<file path="config.mk">
export PLATFORM = sky130hd
export DESIGN_NAME = agu_addr_gen
export DESIGN_NICKNAME = d
export VERILOG_FILES = /design/src/rtl/agu_pkg.sv /design/src/rtl/agu_ea_gen.sv /design/src/rtl/agu_circ_wrap.sv /design/src/rtl/agu_addr_gen.sv
export SDC_FILE = /design/constraint.sdc
export NUM_CORES = 1
export LEC_CHECK = 0
export ABC_AREA = 1
export BUFFER_PORTS_ARGS = -buffer_cell sky130_fd_sc_hd__buf_2
export CAP_MARGIN = 10
export CORE_ASPECT_RATIO = 2
export CORE_MARGIN = 10
export CORE_UTILIZATION = 25
export DETAILED_ROUTE_END_ITERATION = 12
export PLACE_DENSITY = 0.4
export SLEW_MARGIN = 20
export SYNTH_ARGS = -nofsm -noshare
export SYNTH_HDL_FRONTEND = slang
export SYNTH_SLANG_ARGS = --single-unit
</file>
<file path="constraint.sdc">
create_clock -name clk -period 0.9 [get_ports clk]
set_input_delay 0.09 -clock clk [delete_from_list [all_inputs] [get_ports clk]]
set_output_delay 0.09 -clock clk [all_outputs]
set_load 0.1 [all_outputs]
</file>
<file path="src/rtl/agu_pkg.sv">
package agu_pkg;
  typedef enum logic [2:0] {
    AGU_PI_IMM   = 3'd0,
    AGU_PI_REG   = 3'd1,
    AGU_BREV     = 3'd2,
    AGU_CIRC_IMM = 3'd3,
    AGU_CIRC_REG = 3'd4,
    AGU_ABS      = 3'd5
  } agu_mode_e;
endpackage

</file>
<file path="src/rtl/agu_ea_gen.sv">
module agu_ea_gen
  import agu_pkg::*;
#(
  parameter int AW       = 32,
  parameter int REV_BITS = 16
) (
  input  logic [2:0]    mode,
  input  logic [AW-1:0] ptr,
  input  logic [AW-1:0] imm,
  output logic [AW-1:0] ea,
  output logic          brev_sel
);
  // Mirror the low field: bit i moves to bit REV_BITS-1-i.
  function automatic logic [REV_BITS-1:0] mirror(input logic [REV_BITS-1:0] v);
    logic [REV_BITS-1:0] r;
    for (int i = 0; i < REV_BITS; i++) r[i] = v[REV_BITS-1-i];
    return r;
  endfunction

  assign brev_sel = (mode == AGU_BREV);

  always_comb begin
    case (agu_mode_e'(mode))
      AGU_BREV: ea = {ptr[AW-1:REV_BITS], mirror(ptr[REV_BITS-1:0])};
      AGU_ABS:  ea = imm;
      default:  ea = ptr;
    endcase
  end
endmodule

</file>
<file path="src/rtl/agu_circ_wrap.sv">
module agu_circ_wrap #(
  parameter int AW       = 32,
  parameter int LEN_BITS = 17,
  parameter int CNT_BITS = 7,
  parameter int SIZE_W   = 2
) (
  input  logic                         use_reg,
  input  logic [SIZE_W-1:0]            size,
  input  logic [AW-1:0]                ptr,
  input  logic [AW-1:0]                start,
  input  logic [LEN_BITS+1:0]          imm_lo,
  input  logic [LEN_BITS+CNT_BITS-1:0] mod_fld,
  output logic [AW-1:0]                nxt_ptr,
  output logic                         wrap_hi,
  output logic                         wrap_lo,
  output logic                         len_zero
);
  localparam int SW = LEN_BITS + 2;

  // Byte step from packed count and access size.
  function automatic logic [SW-1:0] scale_step(input logic [CNT_BITS-1:0] cnt,
                                               input logic [SIZE_W-1:0] sz);
    return SW'(cnt) << sz;
  endfunction

  // Single conditional correction back into [0, len).
  function automatic logic [LEN_BITS-1:0] fold(input logic signed [SW-1:0] s,
                                               input logic signed [SW-1:0] l);
    logic signed [SW-1:0] t;
    if (s < 0)       t = s + l;
    else if (s >= l) t = s - l;
    else             t = s;
    return t[LEN_BITS-1:0];
  endfunction

  logic [LEN_BITS-1:0]  len;
  logic [CNT_BITS-1:0]  cnt;
  logic [LEN_BITS-1:0]  off;
  logic signed [SW-1:0] step_s;
  logic signed [SW-1:0] len_s;
  logic signed [SW-1:0] sum_s;
  logic [LEN_BITS-1:0]  new_off;

  assign len     = mod_fld[LEN_BITS-1:0];
  assign cnt     = mod_fld[LEN_BITS +: CNT_BITS];
  assign off     = ptr[LEN_BITS-1:0] - start[LEN_BITS-1:0];
  assign step_s  = use_reg ? $signed(scale_step(cnt, size)) : $signed(imm_lo);
  assign len_s   = $signed({2'b00, len});
  assign sum_s   = $signed({2'b00, off}) + step_s;
  assign wrap_lo = (sum_s < 0);
  assign wrap_hi = (sum_s >= len_s);
  assign len_zero = (len == '0);
  assign new_off = fold(sum_s, len_s);
  assign nxt_ptr = len_zero ? ptr : start + {{(AW-LEN_BITS){1'b0}}, new_off};
endmodule

</file>
<file path="src/rtl/agu_addr_gen.sv">
module agu_addr_gen
  import agu_pkg::*;
#(
  parameter int AW       = 32,
  parameter int REV_BITS = 16,
  parameter int LEN_BITS = 17,
  parameter int CNT_BITS = 7,
  parameter int SIZE_W   = 2
) (
  input  logic              clk,
  input  logic              rst_n,
  input  logic              req_vld,
  input  logic [2:0]        req_mode,
  input  logic [SIZE_W-1:0] req_size,
  input  logic [AW-1:0]     req_ptr,
  input  logic [AW-1:0]     req_mod,
  input  logic [AW-1:0]     req_start,
  input  logic [AW-1:0]     req_imm,
  output logic              rsp_vld,
  output logic [AW-1:0]     rsp_ea,
  output logic [AW-1:0]     rsp_ptr
);
  localparam int MOD_W  = LEN_BITS + CNT_BITS;
  localparam int STEP_W = LEN_BITS + 2;

  logic [AW-1:0] ea_c;
  logic [AW-1:0] circ_nxt;
  logic [AW-1:0] nxt_c;
  logic          brev_sel;
  logic          wrap_hi;
  logic          wrap_lo;
  logic          len_zero;
  logic          circ_sel;

  agu_ea_gen #(.AW(AW), .REV_BITS(REV_BITS)) u_ea (
    .mode     (req_mode),
    .ptr      (req_ptr),
    .imm      (req_imm),
    .ea       (ea_c),
    .brev_sel (brev_sel)
  );

  agu_circ_wrap #(.AW(AW), .LEN_BITS(LEN_BITS), .CNT_BITS(CNT_BITS), .SIZE_W(SIZE_W)) u_circ (
    .use_reg  (req_mode == AGU_CIRC_REG),
    .size     (req_size),
    .ptr      (req_ptr),
    .start    (req_start),
    .imm_lo   (req_imm[STEP_W-1:0]),
    .mod_fld  (req_mod[MOD_W-1:0]),
    .nxt_ptr  (circ_nxt),
    .wrap_hi  (wrap_hi),
    .wrap_lo  (wrap_lo),
    .len_zero (len_zero)
  );

  assign circ_sel = (req_mode == AGU_CIRC_IMM) || (req_mode == AGU_CIRC_REG);

  always_comb begin
    if (circ_sel) nxt_c = circ_nxt;
    else if (brev_sel) nxt_c = req_ptr + req_mod;
    else begin
      case (agu_mode_e'(req_mode))
        AGU_PI_IMM: nxt_c = req_ptr + req_imm;
        AGU_PI_REG: nxt_c = req_ptr + req_mod;
        AGU_ABS:    nxt_c = req_imm;
        default:    nxt_c = req_ptr;
      endcase
    end
  end

  always_ff @(posedge clk or negedge rst_n) begin
    if (!rst_n) begin
      rsp_vld <= 1'b0;
      rsp_ea  <= '0;
      rsp_ptr <= '0;
    end else begin
      rsp_vld <= req_vld;
      if (req_vld) begin
        rsp_ea  <= ea_c;
        rsp_ptr <= nxt_c;
      end
    end
  end
endmodule

</file>
Word-level counts from Yosys, hierarchy flattened. Index checks and enable logic that the tools add are counted.

Add/sub/neg operators: 7. $lt $le $gt $ge: 2. Eq/ne operators: 5. Shift operators: 1. Mux-type cells: 8. Reduce and logical (&&, ||, !) cells: 3.

Operator list (count): 32-bit two-way mux (3); 32-bit case mux with 3 select lines (1); 32-bit adder (2); 32-bit case mux with 2 select lines (1); 17-bit two-way mux (2); 17-bit subtractor (2); 32-bit by 17-bit adder with 32-bit output (1); 18-bit by 19-bit adder with 19-bit output (1); 19-bit by 18-bit greater-or-equal comparator with 1-bit output (1); 19-bit by 1-bit < comparator with 1-bit output, second input constant (1); 19-bit two-way mux (1); 7-bit by 2-bit left shift with 19-bit output (1); 17-bit adder (1); 17-bit zero test (1); 3-bit by 2-bit == test with 1-bit output, second input constant (2); 3-bit == test, second input constant (2); 3-bit by 1-bit == test with 1-bit output, second input constant (1); 3-bit zero test (1); 1-bit logical OR (1).

Register bits: 65. Input port bits: 136. Output and inout port bits: 65.

Logic depth before layout (Yosys ltp). Gate-level depths: netlist (run 1).

Depth in word-level cells: 9. Mapped depth: 52.

Hierarchy. From an unflattened synthesis (run 1), not the netlist that was laid out.

Cell total of the unflattened synthesis: 2712. Area, all modules: 15247.1 µm².

By module, submodules not included: agu_addr_gen (instances 1, cells each 1416, area each 8211.6 µm²); agu_circ_wrap (instances 1, cells each 1163, area each 6276.0 µm²); agu_ea_gen (instances 1, cells each 133, area each 759.5 µm²).

Least setup slack after synthesis (run 1). OpenSTA, ideal clock, no wires.

Path type: input to register. Start: input port req_ptr[0]. End: register rsp_ptr[30]. Data arrival time: 5.850 ns. Slack: -5.070 ns. Stages: 44. Cell sequence: inv_1 > ha_1 > fa_1 > inv_1 > a31oi_1 > o21ai_1 > a21boi_0 > o21ai_1 > nand3_1 > nand2_1 > xor2_1 > inv_1 > ha_1 > nand2_1 > nor4_1 > nand2_1 > o2111ai_1 > xor2_1 > (+8 left out) > o21ai_1 > ha_1 > inv_1 > fa_1 > o21ai_1 > nand2_1 > nand2_1 > nand2_1 > nand2_1 > nand3_1 > nand3_1 > nand2_1 > nand2_1 > nand2_1 > o21bai_1 > nand2_1 > nand2_1 > nand2_1.

Cells in the longest elaborated chain, start to end: 8.

RTL lines: from (decl) (RTL line agu_addr_gen.sv:15) `input logic [AW-1:0] req_ptr,`; 17-bit subtractor (RTL line agu_circ_wrap.sv:46) `assign off = ptr[LEN_BITS-1:0] - start[LEN_BITS-1:0];`; 18-bit by 19-bit adder with 19-bit output (RTL line agu_circ_wrap.sv:49) `assign sum_s = $signed({2'b00, off}) + step_s;`; 17-bit subtractor / 19-bit by 18-bit greater-or-equal comparator with 1-bit output (equally long branches); 17-bit two-way mux (RTL line agu_circ_wrap.sv:31) `else if (s >= l) t = s - l;`; 17-bit two-way mux (RTL line agu_circ_wrap.sv:30) `if (s < 0) t = s + l;`; 32-bit by 17-bit adder with 32-bit output (RTL line agu_circ_wrap.sv:54) `assign nxt_ptr = len_zero ? ptr : start + {{(AW-LEN_BITS){1'b0}}, new_off};`; 32-bit two-way mux (RTL line agu_circ_wrap.sv:54); 32-bit two-way mux * (RTL line agu_addr_gen.sv:59) `if (circ_sel) nxt_c = circ_nxt;`; to (signal assigned) (RTL line agu_addr_gen.sv:80) `rsp_ptr <= nxt_c;`; to (decl) (RTL line agu_addr_gen.sv:21) `output logic [AW-1:0] rsp_ptr`.

Every way passes the cells marked *; elsewhere a longest branch is shown, timed or not. A chain may end at the register's enable or synchronous reset.

Worst setup path in the final report (run 1).
Start: input port req_start[2]. End: register rsp_ptr[10].

Cells in the longest elaborated chain, start to end: 8.

RTL lines: from (decl) (RTL line agu_addr_gen.sv:17) `input logic [AW-1:0] req_start,`; 17-bit subtractor (RTL line agu_circ_wrap.sv:46); 18-bit by 19-bit adder with 19-bit output (RTL line agu_circ_wrap.sv:49); 17-bit subtractor / 19-bit by 18-bit greater-or-equal comparator with 1-bit output (equally long branches); 17-bit two-way mux (RTL line agu_circ_wrap.sv:31); 17-bit two-way mux (RTL line agu_circ_wrap.sv:30); 32-bit by 17-bit adder with 32-bit output * (RTL line agu_circ_wrap.sv:54); 32-bit two-way mux * (RTL line agu_circ_wrap.sv:54); 32-bit two-way mux * (RTL line agu_addr_gen.sv:59).

Marked as above.

==> reports/metrics.csv, run 1 <==
metric,value,unit
Final #Nets,3874,
largest net degree at the start of global routing,46,
WS Path Type,input pin to flop,
dpl cell area,23800,µm²
top-area cell type share of the netlist area,23.0,%
Antenna Nets Post-Route,0,
ys flop type,dfrtp_1,
clock buffer count from CTS,9,
Syn Std Cell Area,14400,µm²
crit-path max cell delay,0.40,ns
Post-Route WL,102000,µm
drt pass-1 iters,5,
cell count after synthesis,2585,
setup tns final,-170.75,ns
CP Capture Type,flop,
# rows,124,
DP Wirelength,89500,µm
"Clk Latency, worst-skew pair",0.33,ns
critical path peak fanout,8,
CTS sink cnt,65,
"Power, Total",77.6,mW
port buffer count,200,
Final Hold Slack,0.127,ns
final setup violation count,129,
"commonest non-fill, non-tap cell in the layout",nand2_1,
status,"finished, violations left",
Hold WC Path Type,input pin to async pin,
initial DRC count,971,
Setup Skew,0,ns
vias,21200,
RR Startpoint,rsp_ea[1],
CTS H-tree depth,3,
CTS tree,done,
area delta synth->final,89.1,%
Fmax,0.171,GHz
Total GRT Usage,28.9,%
Slew @ Worst Pin,0.461,ns
Ys Warns,0,
first-pass GRT wire length,144000,µm
Synth area leaders,"nand2_1 (23%), ha_1 (13%), dfrtp_1 (11%), inv_1 (10%), nand3_1 (6.4%)",
DRC violations left,0,
async set-or-reset flop fraction in the synthesized netlist,100,%
Core Region,57100,µm²
Die Width,190,µm
count of different cell masters after synthesis,54,
Top Ports,201,
WL/cell,23.5,µm
CP startpoint kind,input pin,
slack of the critical path,-4.95,ns
Root Buffer,clkbuf_16,
most frequent cells in the layout,"nand2_1 (789), buf_4 (773), inv_1 (358)",
#FFs+latches synth,65,
"Slew Viols, Final",0,
Overflow after GRT,0,
gpl congestion,0.998,
Power Density,2850,nW/µm²
relative slew slack,68.9,%
syn avg cell area,5.57,µm²
failing checks,setup timing,
initial core utilization,25.2,%
post-DR vias/cell,4.88,
max-cap violations,0,
clk slew on worst S/H paths,0.07,ns
Longest Clk Path Bufs,2,
pre-CTS setup slack,-6.16,ns
CP arrival,6.11,ns
CP startpoint,req_start[2],
"EDFF count, synth",0,
sequential share of the synthesized area,11.3,%
Fin. Hold Viols,0,
layout cells sized above 1,43.4,%
Lkg Pwr,14.3,nW
Final Cycle Share,650,%
vias in the first global route,22400,
peak supply drop,1960,µV
worst endpoint required time,1.16,ns
Die H,359,µm
initial antenna violation count,1,
post-route design area,27200,µm²
slowest CP cell,fa_2,
Final min period,5.85,ns
RSZ-0062 raised after global routing,true,
post-synth top area cell,nand2_1,
n_diodes,0,
Synth Net Count,2873,
die footprint,68100,µm²
## power breakdown
group	total, mW	internal [mW]	switching [mW]	leakage, nW
logic	69.4	31.9	37.5	13.4
clock network	3.68	2.17	1.51	0.146
registers	4.52	3.63	0.890	0.705
## layer usage
layer	vias up	global-route usage [%]	share of wire, %
li1	10400	-	-
met1	9826	24.3	30
met2	684	56.0	54
met3	325	2.70	3.1
met4	0	29.1	13
met5	-	0	0
## synthesized netlist by cell type (3+ instances only)
cell type,instances
nand2_1,880
inv_1,385
nor2_1,213
nand3_1,185
a21oi_1,174
ha_1,145
o21ai_0,98
dfrtp_1,65
xor2_1,59
clkbuf_1,32
nor3_1,31
nand4_1,30
o211ai_1,25
a31oi_1,23
buf_2,19
o21bai_1,18
or2_2,17
o21ai_1,15
xnor2_1,15
inv_2,14
nand3b_1,14
o221ai_1,13
a21o_1,11
o22ai_1,9
a221oi_1,8
fa_1,7
o21a_1,7
a21oi_2,6
nand2_2,6
a21boi_0,5
nor4_1,5
o21ai_2,5
and2_1,4
buf_4,4
buf_6,4
o31ai_1,4
and3_1,3
buf_1,3
o2111ai_1,3
## cells by family after synthesis
family / after synthesis / synth area share [%]
DFF: 65 / 11.3
xor gates and xnor gates: 74 / 4.50
adders and majority gates: 152 / 13.6
and+or+nand+nor: 1397 / 40.2
muxes: 2 / 0.139
buffers and inverters: 462 / 12.5
AOI/OAI and AO/OA: 433 / 17.7
## final cells by class
cell class	count	area [µm²]
Sequential cell	65	1760
Multi-Input combinational cell	2059	13600
Clock inverter	7	77.6
Tap cell	756	946
Fill cell	6169	29900
Timing Repair Buffer	1052	9080
Clock buffer	9	225
Inverter	399	1560
## metrics by stage
stage | cells | util, %
3_5_place_dp | 4267 | 41.7
3_3_place_gp | 4267 | 41.7
4_1_cts | 4328 | 45.6
6_report | 4347 | 47.7
5_1_grt | 4347 | 47.7
2_1_floorplan | 2585 | -
## sequential cells by signal (all words and copies together) (netlist names)
signal and count:
rsp_ea 32, rsp_ptr 32, rsp_vld 1
## worst paths after layout
kind                               end  slack (ns)  cells after the start
hold / removal             rsp_ptr[25]        0.13                      2
setup reg to reg             rsp_ea[1]        0.02                      2
hold reg to reg             rsp_ptr[5]        0.52                      2
min in group clk               rsp_vld        0.15                      2
setup / recovery           rsp_ptr[10]       -4.95                     44
max in group asynchronous    rsp_ea[4]        0.30                      3
## critical path, delay by kind of cell
family	cells	cell delay [ns]
AOI/OAI and AO/OA	12	1.54
buffers and inverters	13	1.34
adders and majority gates	5	1.34
and+or+nand+nor	11	1.29
xor gates and xnor gates	3	0.50
## what timing repair did
action | 4_1_cts | 5_1_grt
setup buffers | 40 | 28
endpoints found under the hold margin | 65 | 0
hold buffers | 1 | 0
resized for setup | 307 | 221
setup endpoints to repair | 129 | 129
cloned | 5 | 0
pin swaps | 118 | 174
Note: power is estimated with default switching activity, not from simulation.
==> run 2, diff against run 1 <==
--- a/config.mk
+++ b/config.mk
@@ -13,6 +13,8 @@
 export CORE_UTILIZATION = 25
 export DETAILED_ROUTE_END_ITERATION = 12
 export PLACE_DENSITY = 0.4
+export RECOVER_POWER = 100
+export SETUP_SLACK_MARGIN = 0.5
 export SLEW_MARGIN = 20
 export SYNTH_ARGS = -nofsm -noshare
 export SYNTH_HDL_FRONTEND = slang
==> run 2 against run 1 <==
Against the previous run:
- hold slack worse by 0.15 ns
- cell count up 0.48%
- cell area down 1.2%
- register-to-register slack worse by 0.04 ns
- fmax down 5.2%
- setup slack worse by 0.32 ns
- the run ends with hold timing, setup timing left
- utilization down 0.59 points
- count of clock-buffer cells in the layout unchanged
- critical path depth down 1
- sequential cell count unchanged
- clock power down 7.1%
- non-clock buffer count up 21
==> reports/metrics.csv, run 2 (synthesized netlist as in run 1, its figures left out) <==
metric,value,unit,change
status,"finished, violations left",,
failing checks,"hold timing, setup timing",,
Final Hold Slack,-0.0245,ns,-0.152 ns
slack of the critical path,-5.27,ns,-0.321 ns
clk slew on worst S/H paths,0.06,ns,about the same
"Clk Latency, worst-skew pair",0.35,ns,+0.02 ns
Overflow after GRT,0,,unchanged
gpl congestion,1.03,,+2.9%
Top Ports,201,,unchanged
RSZ-0062 raised after global routing,true,,
relative slew slack,31.2,%,-38 points
CP arrival,6.39,ns,+0.28 ns
most frequent cells in the layout,"nand2_1 (799), buf_4 (796), inv_1 (361)",,
dpl cell area,23900,µm²,+0.65%
clock buffer count from CTS,9,,unchanged
Fin. Hold Viols,7,,+7
CTS sink cnt,65,,unchanged
"Power, Total",79.8,mW,+2.8%
crit-path most repeated cell,buf_6,,
DP Wirelength,93700,µm,+4.7%
vias in the first global route,22700,,+1.2%
drt pass-1 iters,5,,unchanged
final setup violation count,129,,unchanged
Slew @ Worst Pin,1.03,ns,+0.571 ns
Core Region,57100,µm²,unchanged
die footprint,68100,µm²,unchanged
CTS H-tree depth,3,,unchanged
initial DRC count,1154,,+19%
Power Density,2970,nW/µm²,+4.1%
CP startpoint kind,input pin,,
Final min period,6.17,ns,+0.321 ns
vias,21300,,+0.49%
Total GRT Usage,30.4,%,+1.5 points
area delta synth->final,86.7,%,
Fmax,0.162,GHz,-5.2%
Die Width,190,µm,unchanged
Hold WC Path Type,input pin to async pin,,
Fill cells,6198,,+0.47%
CTS tree,done,,
WL/cell,24.4,µm,+3.9%
RR Startpoint,rsp_ptr[7],,
initial antenna violation count,1,,unchanged
CP Capture Type,flop,,
Antenna Nets Post-Route,0,,unchanged
Final Cycle Share,685,%,+36 points
WS Path Type,input pin to flop,,
layout cells sized above 1,42.4,%,-1.0 points
CP startpoint,req_ptr[0],,
Final #Nets,3894,,+0.52%
Die H,359,µm,unchanged
DRC violations left,0,,unchanged
largest net degree at the start of global routing,66,,+43%
Setup Skew,0,ns,unchanged
Final Util,47.1,%,-0.59 points
max-cap violations,0,,unchanged
post-route design area,26900,µm²,-1.2%
critical path peak fanout,6,,-2
crit-path max cell delay,0.42,ns,+0.02 ns
port buffer count,200,,unchanged
Longest Clk Path Bufs,2,,unchanged
peak supply drop,2140,µV,+9.1%
# rows,124,,unchanged
setup tns final,-185.92,ns,-15.16 ns
first-pass GRT wire length,150000,µm,+4.0%
worst endpoint required time,1.12,ns,-0.04 ns
"commonest non-fill, non-tap cell in the layout",nand2_1,,
slowest CP cell,fa_2,,
Lkg Pwr,14.2,nW,-0.38%
Post-Route WL,107000,µm,+4.4%
"Slew Viols, Final",0,,unchanged
post-DR vias/cell,4.88,,about the same
pre-CTS setup slack,-6.38,ns,-0.220 ns
Regs by FF count,"rsp_ea: 32 flops, rsp_ptr: 32 flops, rsp_vld: 1 flops",,
initial core utilization,25.2,%,unchanged
Root Buffer,clkbuf_16,,
-- run 2: repair_timing --
action | 4_1_cts | 5_1_grt
endpoints found under the hold margin | 65 | 65
cloned | 4 | 1
setup endpoints to repair | 129 | 129
pin swaps | 135 | 121
resized for setup | 339 | 119
buffers inserted | 37 | 16
-- run 2: cell type report --
cell class	instances	area, µm²	share of cell area [%]
Antenna cell	1	2.50	0.00931
Clock buffer	9	225	0.838
Clock inverter	7	53.8	0.200
Inverter	399	1550	5.75
Multi-Input combinational cell	2058	13100	48.8
Sequential cell	65	1870	6.96
Tap cell	756	946	3.52
Timing Repair Buffer	1073	9120	33.9
-- run 2: per-layer routing --
| layer | global-route usage, % | part of all wire (%) |
|---|---|---|
| met1 | 25.5 | 31 |
| met2 | 58.3 | 53 |
| met4 | 33.1 | 13 |
| met5 | 0 | 0 |
| met3 | 2.33 | 2.6 |
-- run 2: stage by stage --
stage | hold slack [ns] | instances
global route | 0.0769 | 4368
floorplan | -0.206 | 2585
detailed placement | 0.146 | 4293
finish | -0.0245 | 4368
CTS | -0.232 | 4350
global placement | 0.136 | 4293
-- run 2: worst max-delay path, delay by kind of cell --
family,cells,cell delay (ns)
buffers and inverters,14,1.66
adders and majority gates,5,1.35
xor gates and xnor gates,3,0.67
AOI/OAI and AO/OA,13,1.66
and+or+nand+nor,8,0.94
-- run 2: worst paths after layout --
check / endpoint / cells after the start / slack, ns
worst max-delay path: rsp_ptr[13] / 43 / -5.27
worst min-delay path: rsp_vld / 2 / -0.02
worst max register to register: rsp_ptr[7] / 3 / -0.02
worst min register to register: rsp_ea[10] / 2 / 0.56
max in group asynchronous: rsp_ptr[6] / 2 / 0.08
min in group clk: rsp_vld / 2 / 0.13
-- run 2: report_power, final --
group | internal, mW | total [mW] | switching, mW
combinational | 32.5 | 71.6 | 39.1
sequential | 3.84 | 4.79 | 0.951
clock | 1.88 | 3.42 | 1.53
==> run 3, diff against run 2 <==
--- a/config.mk
+++ b/config.mk
@@ -12,6 +12,7 @@
 export CORE_MARGIN = 10
 export CORE_UTILIZATION = 25
 export DETAILED_ROUTE_END_ITERATION = 12
+export MAX_ROUTING_LAYER = met4
 export PLACE_DENSITY = 0.4
 export RECOVER_POWER = 100
 export SETUP_SLACK_MARGIN = 0.5
==> run 3 against run 2 <==
Against the previous run:
- the flow finishes with violations (setup timing)
- die area is the same
- power shrank 2.2%
- combinational power shrank 2.8%
- register-to-register slack gained 0.05 ns
- cell area grew 0.22%
- global-route usage shrank 0.52 points
- non-clock buffer count shrank 5
- sequential power is essentially flat
- cell count shrank 0.11%
- critical path type unchanged
- largest power group unchanged
==> reports/metrics.csv, run 3 (synthesized netlist as in run 1, its figures left out) <==
metric,value,unit,change
Fmax,0.166,GHz,+2.2%
Core Region,57100,µm²,unchanged
Hold WC Path Type,input pin to async pin,,
drt pass-1 iters,5,,unchanged
Fill cells,6159,,-0.63%
CTS sink cnt,65,,unchanged
area delta synth->final,87.2,%,
clk slew on worst S/H paths,0.06,ns,about the same
Post-Route WL,102000,µm,-3.9%
CTS tree,done,,
"Power, Total",78.1,mW,-2.2%
"Slew Viols, Final",0,,unchanged
relative slew slack,34.2,%,+3.0 points
first-pass GRT wire length,145000,µm,-3.3%
DP Wirelength,89400,µm,-4.6%
Die Width,190,µm,unchanged
initial antenna violation count,1,,unchanged
Antenna Nets Post-Route,0,,unchanged
clock buffer count from CTS,9,,unchanged
Die H,359,µm,unchanged
post-DR vias/cell,4.85,,-0.62%
CP Capture Type,flop,,
Post-Place Cells,4264,,-0.68%
critical path peak fanout,6,,unchanged
crit-path max cell delay,0.42,ns,about the same
Final Util,47.2,%,+0.10 points
initial DRC count,1115,,-3.4%
CP startpoint kind,input pin,,
initial core utilization,25.2,%,unchanged
vias in the first global route,22100,,-2.3%
Root Buffer,clkbuf_16,,
Final min period,6.04,ns,-0.131 ns
WS Path Type,input pin to flop,,
Setup Skew,0,ns,unchanged
peak supply drop,2450,µV,+14%
dpl cell area,23900,µm²,-0.28%
CTS H-tree depth,3,,unchanged
failing checks,setup timing,,
largest net degree at the start of global routing,66,,unchanged
final setup violation count,129,,unchanged
port buffer count,200,,unchanged
Final Cycle Share,671,%,-15 points
slowest CP cell,fa_2,,
slack of the critical path,-5.14,ns,+0.131 ns
pre-CTS setup slack,-6.26,ns,+0.121 ns
layout cells sized above 1,41.3,%,-1.1 points
# rows,124,,unchanged
post-route design area,26900,µm²,+0.22%
Regs by FF count,"rsp_ea: 32 flops, rsp_ptr: 32 flops, rsp_vld: 1 flops",,
"Clk Latency, worst-skew pair",0.34,ns,about the same
crit-path most repeated cell,nand2_1,,
Final #Nets,3889,,-0.13%
Total GRT Usage,29.9,%,-0.52 points
die footprint,68100,µm²,unchanged
Power Density,2900,nW/µm²,-2.4%
DRC violations left,0,,unchanged
RSZ-0062 raised after global routing,true,,
Overflow after GRT,0,,unchanged
"commonest non-fill, non-tap cell in the layout",nand2_1,,
gpl congestion,1.03,,+0.52%
most frequent cells in the layout,"nand2_1 (819), buf_4 (776), inv_1 (362)",,
Slew @ Worst Pin,0.987,ns,-0.0451 ns
post-route insts no fill,4363,,-0.11%
worst endpoint required time,1.13,ns,about the same
status,"finished, violations left",,
Top Ports,201,,unchanged
Fin. Hold Viols,0,,-7
Lkg Pwr,14.3,nW,+0.44%
CP arrival,6.27,ns,-0.12 ns
WL/cell,23.5,µm,-3.8%
max-cap violations,0,,unchanged
vias,21200,,-0.73%
Longest Clk Path Bufs,2,,unchanged
==> run 3: layout make-up <==
| cell class | count | area [µm²] | area share [%] |
|---|---|---|---|
| inverter | 399 | 1540 | 5.73 |
| multi-input combinational | 2058 | 13000 | 48.1 |
| clock buffer | 11 | 243 | 0.901 |
| clock inverter | 5 | 55.1 | 0.204 |
| antenna | 1 | 2.50 | 0.00929 |
| timing repair buffer | 1068 | 9320 | 34.6 |
| sequential | 65 | 1870 | 6.95 |
| tap | 756 | 946 | 3.51 |
==> run 3: stage by stage <==
step,setup TNS (ns),hold slack [ns]
after floorplan,-136.37,-0.206
after global placement,-216.09,0.144
after detailed placement,-215.32,0.150
after CTS,-184.98,-0.213
after global routing,-196.98,0.0990
final,-181.40,0.00636
==> run 3: what timing repair did <==
| action | CTS | global route |
|---|---|---|
| resized for setup | 249 | 159 |
| setup buffers | 44 | 29 |
| pin swaps | 120 | 132 |
| hold endpoints to repair | 65 | 65 |
| endpoints found under the setup margin | 129 | 129 |
| cloned | 6 | 3 |
==> run 3: worst max-delay path, delay by kind of cell <==
family | cells | cell delay (ns)
fa+ha+maj | 6 | 1.60
buf+inv | 12 | 1.27
xor+xnor | 2 | 0.27
compound gates | 12 | 1.53
simple gates | 19 | 1.48
==> run 3: layer usage <==
metal / GRT usage (%) / vias to the layer above / part of all wire, % / wire length, µm
met5: - / - / 0 / 0
met4: 29.9 / 0 / 12 / 12700
met3: 2.10 / 311 / 2.8 / 2830
met2: 55.3 / 697 / 53 / 54800
met1: 25.5 / 9748 / 31 / 32200
li1: - / 10400 / - / -
==> run 3: where the power goes <==
part           switching (mW)  internal [mW]
Sequential              0.932           3.84
Clock                    1.45           2.21
Combinational            37.3           32.3
==> run 3: worst paths after layout <==
kind,start,end,slack [ns],depth (start not counted)
worst max-delay path,req_ptr[0],rsp_ptr[30],-5.14,51
worst min-delay path,rst_n,rsp_ea[26],0.006,2
worst max register to register,rsp_ea[19],rsp_ea[19],0.03,3
worst min register to register,rsp_ea[0],rsp_ea[0],0.56,2
max in group asynchronous,rst_n,rsp_ea[6],0.13,2
min in group clk,req_imm[24],rsp_ea[24],0.18,4
